--- src/rtl/glue_pkg.sv ---
// Shared types for the bank demultiplexing glue.
// Assumes: one select per decoded region, active high.
package glue_pkg;
    typedef struct packed {
        logic lo;
        logic io;
        logic rom;
        logic hi;
    } sel_t;
endpackage

--- src/rtl/bank_capture.sv ---
// Bank capture: loads the bank byte from the data bus on each clock edge
// while phi2 is low and holds it through the high phase. It also flags
// readiness, which is set on the first edge after reset is released.
// Assumes: clk is much faster than phi2, so each low phase has at least one edge.
module bank_capture #(
    parameter int BANK_W = 8
) (
    input  logic              clk,
    input  logic              rst_n,
    input  logic              phi2,
    input  logic [BANK_W-1:0] dbus,
    output logic [BANK_W-1:0] bank_q,
    output logic              live_q
);
    // Load the bank during the low phase, hold it in the high phase.
    always_ff @(posedge clk) begin
        if (!rst_n)     bank_q <= '0;
        else if (!phi2) bank_q <= dbus;
    end

    // Readiness flag: clear during reset, set on the first edge after it.
    always_ff @(posedge clk) begin
        if (!rst_n) live_q <= 1'b0;
        else        live_q <= 1'b1;
    end

    // a high-phase edge leaves the bank register unchanged.
    p_hold_high_r2: assert property (@(posedge clk) disable iff (!rst_n)
        ($past(rst_n) && $past(phi2)) |-> $stable(bank_q));

    // a reset edge leaves the bank at zero and not ready.
    p_reset_clear_r11: assert property (@(posedge clk)
        $past(!rst_n) |-> (bank_q == '0 && !live_q));
endmodule

--- src/rtl/addr_decode.sv ---
// Address decode: forms the effective address from bank and address and
// decodes it into one of four region selects.
// Assumes: regions lie in bank zero except high RAM, and high RAM spans
// a contiguous bank range.
module addr_decode
    import glue_pkg::*;
#(
    parameter int ADDR_W   = 16,
    parameter int BANK_W   = 8,
    parameter logic [ADDR_W-1:0] LO_TOP   = 16'hBFFF,
    parameter logic [ADDR_W-1:0] IO_BASE  = 16'hC000,
    parameter logic [ADDR_W-1:0] IO_TOP   = 16'hCFFF,
    parameter logic [BANK_W-1:0] HI_FIRST = 8'h01,
    parameter logic [BANK_W-1:0] HI_LAST  = 8'h07,
    localparam int EA_W = ADDR_W + BANK_W
) (
    input  logic              clk,
    input  logic              rst_n,
    input  logic [BANK_W-1:0] bank,
    input  logic [ADDR_W-1:0] addr,
    input  logic              flat_map,
    input  logic              live,
    input  logic              vda,
    input  logic              vpa,
    output logic [EA_W-1:0]   eff_addr,
    output sel_t              sel
);
    logic [BANK_W-1:0] eff_bank;
    logic              valid;
    logic              base_bank;

    // Choose the effective bank: forced to zero in the flat map.
    always_comb begin
        eff_bank = flat_map ? '0 : bank;
        eff_addr = {eff_bank, addr};
    end

    // Region decode, gated by readiness and the address qualifiers.
    always_comb begin
        valid     = live && (vda || vpa);
        base_bank = (eff_bank == '0);
        sel.lo    = valid && base_bank && (addr <= LO_TOP);
        sel.io    = valid && base_bank && (addr >= IO_BASE) && (addr <= IO_TOP);
        sel.rom   = valid && base_bank && (addr > IO_TOP);
        sel.hi    = valid && (eff_bank >= HI_FIRST) && (eff_bank <= HI_LAST);
    end

    // at most one region is ever selected.
    p_one_sel_r5: assert property (@(posedge clk) disable iff (!rst_n)
        $onehot0({sel.lo, sel.io, sel.rom, sel.hi}));

    // the flat map never selects high RAM.
    p_flat_no_hi_r6: assert property (@(posedge clk) disable iff (!rst_n)
        flat_map |-> !sel.hi);

    // an internal cycle selects nothing.
    p_idle_r7: assert property (@(posedge clk) disable iff (!rst_n)
        (!vda && !vpa) |-> (sel == '0));
endmodule

--- src/rtl/strobe_gen.sv ---
// Strobe generation: phase-qualified read and write strobes, and the
// control for the external data-bus transceiver.
// Assumes: rw = 1 means read; the transceiver direction 1 means system to processor.
module strobe_gen
    import glue_pkg::*;
(
    input  logic clk,
    input  logic rst_n,
    input  logic phi2,
    input  logic rw,
    input  logic live,
    input  sel_t sel,
    output logic rd_n,
    output logic wr_n,
    output logic xcvr_en_n,
    output logic xcvr_dir
);
    logic any_sel;
    logic open_phase;

    // Strobes only in the high phase, with a select and the block ready.
    always_comb begin
        any_sel    = sel.lo || sel.io || sel.rom || sel.hi;
        open_phase = live && phi2;
        rd_n       = !(open_phase && any_sel && rw);
        wr_n       = !(open_phase && any_sel && !rw);
        xcvr_en_n  = !open_phase;
        xcvr_dir   = rw;
    end

    // no read strobe in the bank-carrying phase.
    p_rd_phase_r8: assert property (@(posedge clk) disable iff (!rst_n)
        !phi2 |-> rd_n);

    // no write strobe in the low phase, never both strobes.
    p_wr_phase_r9: assert property (@(posedge clk) disable iff (!rst_n)
        !phi2 |-> wr_n);
    p_excl_r9: assert property (@(posedge clk) disable iff (!rst_n)
        (rd_n || wr_n));

    // the transceiver is isolated while phi2 is low.
    p_iso_r10: assert property (@(posedge clk) disable iff (!rst_n)
        !phi2 |-> xcvr_en_n);
endmodule

--- src/rtl/bank_demux_glue.sv ---
// Top level of the bank demultiplexing glue: bank capture, address decode
// and strobe generation.
// Assumes: synchronous active-low reset; phi2 sampled by clk as a level.
module bank_demux_glue
    import glue_pkg::*;
#(
    parameter int ADDR_W = 16,
    parameter int BANK_W = 8,
    localparam int EA_W  = ADDR_W + BANK_W
) (
    input  logic              clk,
    input  logic              rst_n,
    input  logic              phi2,
    input  logic              rw,
    input  logic              vda,
    input  logic              vpa,
    input  logic              flat_map,
    input  logic [ADDR_W-1:0] addr,
    input  logic [BANK_W-1:0] dbus,
    output logic [EA_W-1:0]   eff_addr,
    output logic              cs_lo_ram,
    output logic              cs_io,
    output logic              cs_rom,
    output logic              cs_hi_ram,
    output logic              rd_n,
    output logic              wr_n,
    output logic              xcvr_en_n,
    output logic              xcvr_dir
);
    logic [BANK_W-1:0] bank_q;
    logic              live_q;
    sel_t              sel;

    bank_capture #(.BANK_W(BANK_W)) u_cap (
        .clk    (clk),
        .rst_n  (rst_n),
        .phi2   (phi2),
        .dbus   (dbus),
        .bank_q (bank_q),
        .live_q (live_q)
    );

    addr_decode #(.ADDR_W(ADDR_W), .BANK_W(BANK_W)) u_dec (
        .clk      (clk),
        .rst_n    (rst_n),
        .bank     (bank_q),
        .addr     (addr),
        .flat_map (flat_map),
        .live     (live_q),
        .vda      (vda),
        .vpa      (vpa),
        .eff_addr (eff_addr),
        .sel      (sel)
    );

    strobe_gen u_stb (
        .clk       (clk),
        .rst_n     (rst_n),
        .phi2      (phi2),
        .rw        (rw),
        .live      (live_q),
        .sel       (sel),
        .rd_n      (rd_n),
        .wr_n      (wr_n),
        .xcvr_en_n (xcvr_en_n),
        .xcvr_dir  (xcvr_dir)
    );

    // Route the region selects to the ports.
    always_comb begin
        cs_lo_ram = sel.lo;
        cs_io     = sel.io;
        cs_rom    = sel.rom;
        cs_hi_ram = sel.hi;
    end

    // an internal cycle raises no strobe.
    p_idle_strobe_r7: assert property (@(posedge clk) disable iff (!rst_n)
        (!vda && !vpa) |-> (rd_n && wr_n));
endmodule

--- config.mk ---
export PLATFORM = sky130hd
export DESIGN_NAME = bank_demux_glue
export DESIGN_NICKNAME = d
export VERILOG_FILES = /design/src/rtl/glue_pkg.sv /design/src/rtl/bank_capture.sv /design/src/rtl/addr_decode.sv /design/src/rtl/strobe_gen.sv /design/src/rtl/bank_demux_glue.sv
export SDC_FILE = /design/constraint.sdc
export NUM_CORES = 1
export LEC_CHECK = 0
export ABC_AREA = 1
export BUFFER_PORTS_ARGS = -buffer_cell sky130_fd_sc_hd__buf_2
export CORE_ASPECT_RATIO = 1.25
export CORE_MARGIN = 1.5
export CORE_UTILIZATION = 30
export DETAILED_ROUTE_END_ITERATION = 8
export PLACE_DENSITY = 0.65
export SYNTH_ARGS = -nofsm -noshare
export SYNTH_HDL_FRONTEND = slang
export SYNTH_HIERARCHICAL = 1
export SYNTH_SLANG_ARGS = --single-unit
--- constraint.sdc ---
create_clock -name clk -period 1.3 [get_ports clk]
set_input_delay 0.26 -clock clk [delete_from_list [all_inputs] [get_ports clk]]
set_output_delay 0.26 -clock clk [all_outputs]
set_load 0.02 [all_outputs]
==> metrics.md <==
| Metric | Value |
|---|---|
| PwrDens | 754 nW/um2 |
| CP arrival | 1.41 ns |
| CP dominant cell by count | nand2_2 |
| Synth Instances | 115 |
| Relative slew slack | 89.1% |
| Share of the yosys chip area belonging to registers | 25.5% |
| Worst Path Required | 1.04 ns |
| RSZ-0062 raised after global routing | true |
| Syn-to-layout area delta | 54.6% |
| Most area-hungry cell type in the Yosys netlist | dfxtp_1 |
| Die span in y | 57.2 um |
| Grt ovf | 0 |
| Element type at the critical path end | output port |
| First-pass GRT wire length | 2640 um |
| Measured slew at the worst slew-check pin | 0.164 ns |
| Final setup vio count | 7 |
| Die width | 46.4 um |
| CTS H-tree depth | 1 |
| Worst-case clock buffer depth | 2 |
| Compound-Gate Fraction of Synth Area | 3.19% |
| Clk_skew | 0 ns |
| Endpoints failing hold | 0 |
| Max-cap viol count | 0 |
| Critical path fanouts, max | 3 |
| Buffers & Inverters on Critical Path | 1 |
| Mux contribution to synthesized area | 0% |
| Vias in the first global route | 676 |
| Worst path max stage delay | 0.33 ns |
| CP Cell Sequence | nand2_2 > nand2_2 > nor2_4 > nand3_4 > nor2_4 > nor2_2 > nand2_2 > nand3_2 > buf_6 |
| Die area | 2650 um2 |
| Setup WS post-layout | -0.372 ns |
| Adder-cell share of the synthesized area | 0% |
| Core Rows | 19 |
| Antenna diode count | 0 |
| Initial DRC Count | 19 |
| Antenna-violating nets left | 0 |
| Initial antenna violation count | 0 |
| GRT Util Overall | 13.7% |
| Hold WS | 0.218 ns |
| Synth Register Bits | 9 |
| Distinct cells, synth | 15 |
| GPL Wtd Cong | 0.825 |
| Core Footprint | 2210 um2 |
| Clock root buffer | clkbuf_4 |
| CTS Hold Bufs | 0 |
| Largest net degree at the start of global routing | 17 |
| Vias per inst | 4.05 |
| Largest cells by area after synthesis | dfxtp_1, buf_4, nand2_1 |
| DR vias | 746 |
| Leakage | 0.000626 uW |
| CTS Buf Count | 3 |
| Max IR drop VDD | 0.442 mV |
| Avg Cell Area, Syn | 6.14 um2 |
| Main combinational cell family by area after synthesis | simple AND/OR/NAND/NOR gates |
| Status | finished, violations left |
| CTS tree | yes |
| Worst hold-check path type | primary input to flip-flop |
| Most frequent cells in the layout | buf_2, nor2_1, nand2_1 |
| Crit-path slowest cell | dfxtp_2 |
| DRC errors left | 0 |
| Commonest non-fill, non-tap cell in the layout | buf_2 |
| Drt total wl | 1730 um |
| Post-route minimum period | 1.67 ns |
| Tcrit/Tclk final | 129% |
| Crit start category | flip-flop |
| Worst-Skew Late Latency | 0.26 ns |
| Detail Placement HPWL | 1170 um |
| NumNets Final | 185 |
| I/O Pins | 63 |
| Fin Setup TNS | -1.62 ns |
| Top delay family on crit path | simple AND/OR/NAND/NOR gates |
| Port bufs | 38 |
| Clock transition at path regs | 0.06 ns |
| Sink Count | 9 |
| Top cell type's share of synthesized area | 25.5% |
| Pins Over Slew Limit | 0 |
| Synth Area in Simple Gates | 36.2% |
| Fmax achieved | 598 MHz |
| Net Count, Synth | 146 |
| Synth warn | 6 |
| Post-synthesis xor/xnor area fraction | 0% |
| Layout cells sized above 1 | 64.1% |
| First-pass DRT Iterations | 5 |
| Failing checks | negative setup slack |
| WL per Instance | 9.42 um |
| Critical path type | flip-flop to output port |
| Starting Density | 31.9% |
| Synthesized cell area | 706 um2 |
[state kept, by name, indices dropped and copies added (netlist names)]
name / flops
u_cap/live_q: 1
u_cap/bank_q: 8
[cells by family (layout without fill, tap and decap cells)]
group / Yosys count / after routing
buffers and inverters: 41 / 79
and+or+nand+nor: 61 / 61
AOI/OAI and AO/OA: 4 / 4
DFF: 9 / 9
[power breakdown]
part	internal (uW)	total, uW	switching [uW]
Sequential	299	313	14.5
Clock	118	216	97.6
Combinational	134	293	160
[worst reg2reg max path, cell delays in order, from the launching register on]
cell and delay [ns]:
dfxtp_2 0.32, buf_4 0.12, inv_1 0.05, nand2_1 0.04, nand2_1 0.06, nor2_1 0.03
[area by class of cell]
cell class	count	area, um2
Sequential cell	9	190
Fill cell	224	1120
Inverter	21	83.8
Timing Repair Buffer	54	389
Clock buffer	4	26.3
Tap cell	31	38.8
Multi-Input combinational cell	65	363
[what timing repair did]
action,CTS,global route
setup buffers,8,6
gates resized for setup,40,11
cloned,0,0
setup endpoints to repair,6,12
pin swaps,12,9
[path summary, 6_finish.rpt]
kind	startpoint	to	slack (ns)	cells after the start
worst min register to register	u_cap/bank_q[5]	u_cap/bank_q[5]	0.52	4
worst max-delay path	u_cap/bank_q[4]	wr_n	-0.37	9
worst min-delay path	dbus[1]	u_cap/bank_q[1]	0.22	3
worst max register to register	u_cap/bank_q[7]	u_cap/bank_q[7]	0.58	5
[per-layer routing]
metal | share of wire, % | vias up | global-route usage [%]
met4 | 0.58 | 0 | 7.76
met5 | 0 | - | 0
met1 | 38 | 320 | 14.3
met2 | 53 | 34 | 24.0
met3 | 8.1 | 4 | 2.85
li1 | - | 388 | -
[per-stage QoR]
| stage | instance area (um2) | utilization [%] | total power (uW) | std cells | worst slack, ns |
|---|---|---|---|---|---|
| 2_1_floorplan | 758 | - | 534 | 115 | -0.133 |
| 3_3_place_gp | 893 | 40.4 | 547 | 174 | -0.286 |
| 3_5_place_dp | 893 | 40.4 | 551 | 174 | -0.309 |
| 4_1_cts | 1080 | 48.8 | 823 | 186 | -0.380 |
| 5_1_grt | 1090 | 49.3 | 879 | 184 | -0.461 |
| 6_report | 1090 | 49.3 | 823 | 184 | -0.372 |
[cells in the mapped netlist]
library cell and number:
buf_4 17, buf_6 1, buf_8 2, dfxtp_1 9, inv_1 19, inv_2 2
nand2_1 29, nand2_2 4, nand3_1 2, nand3_2 1, nand4_1 1, nor2_1 22
nor2_2 2, o21a_1 1, o21ai_0 3
No activity file was read; power rests on OpenSTA's default activity.
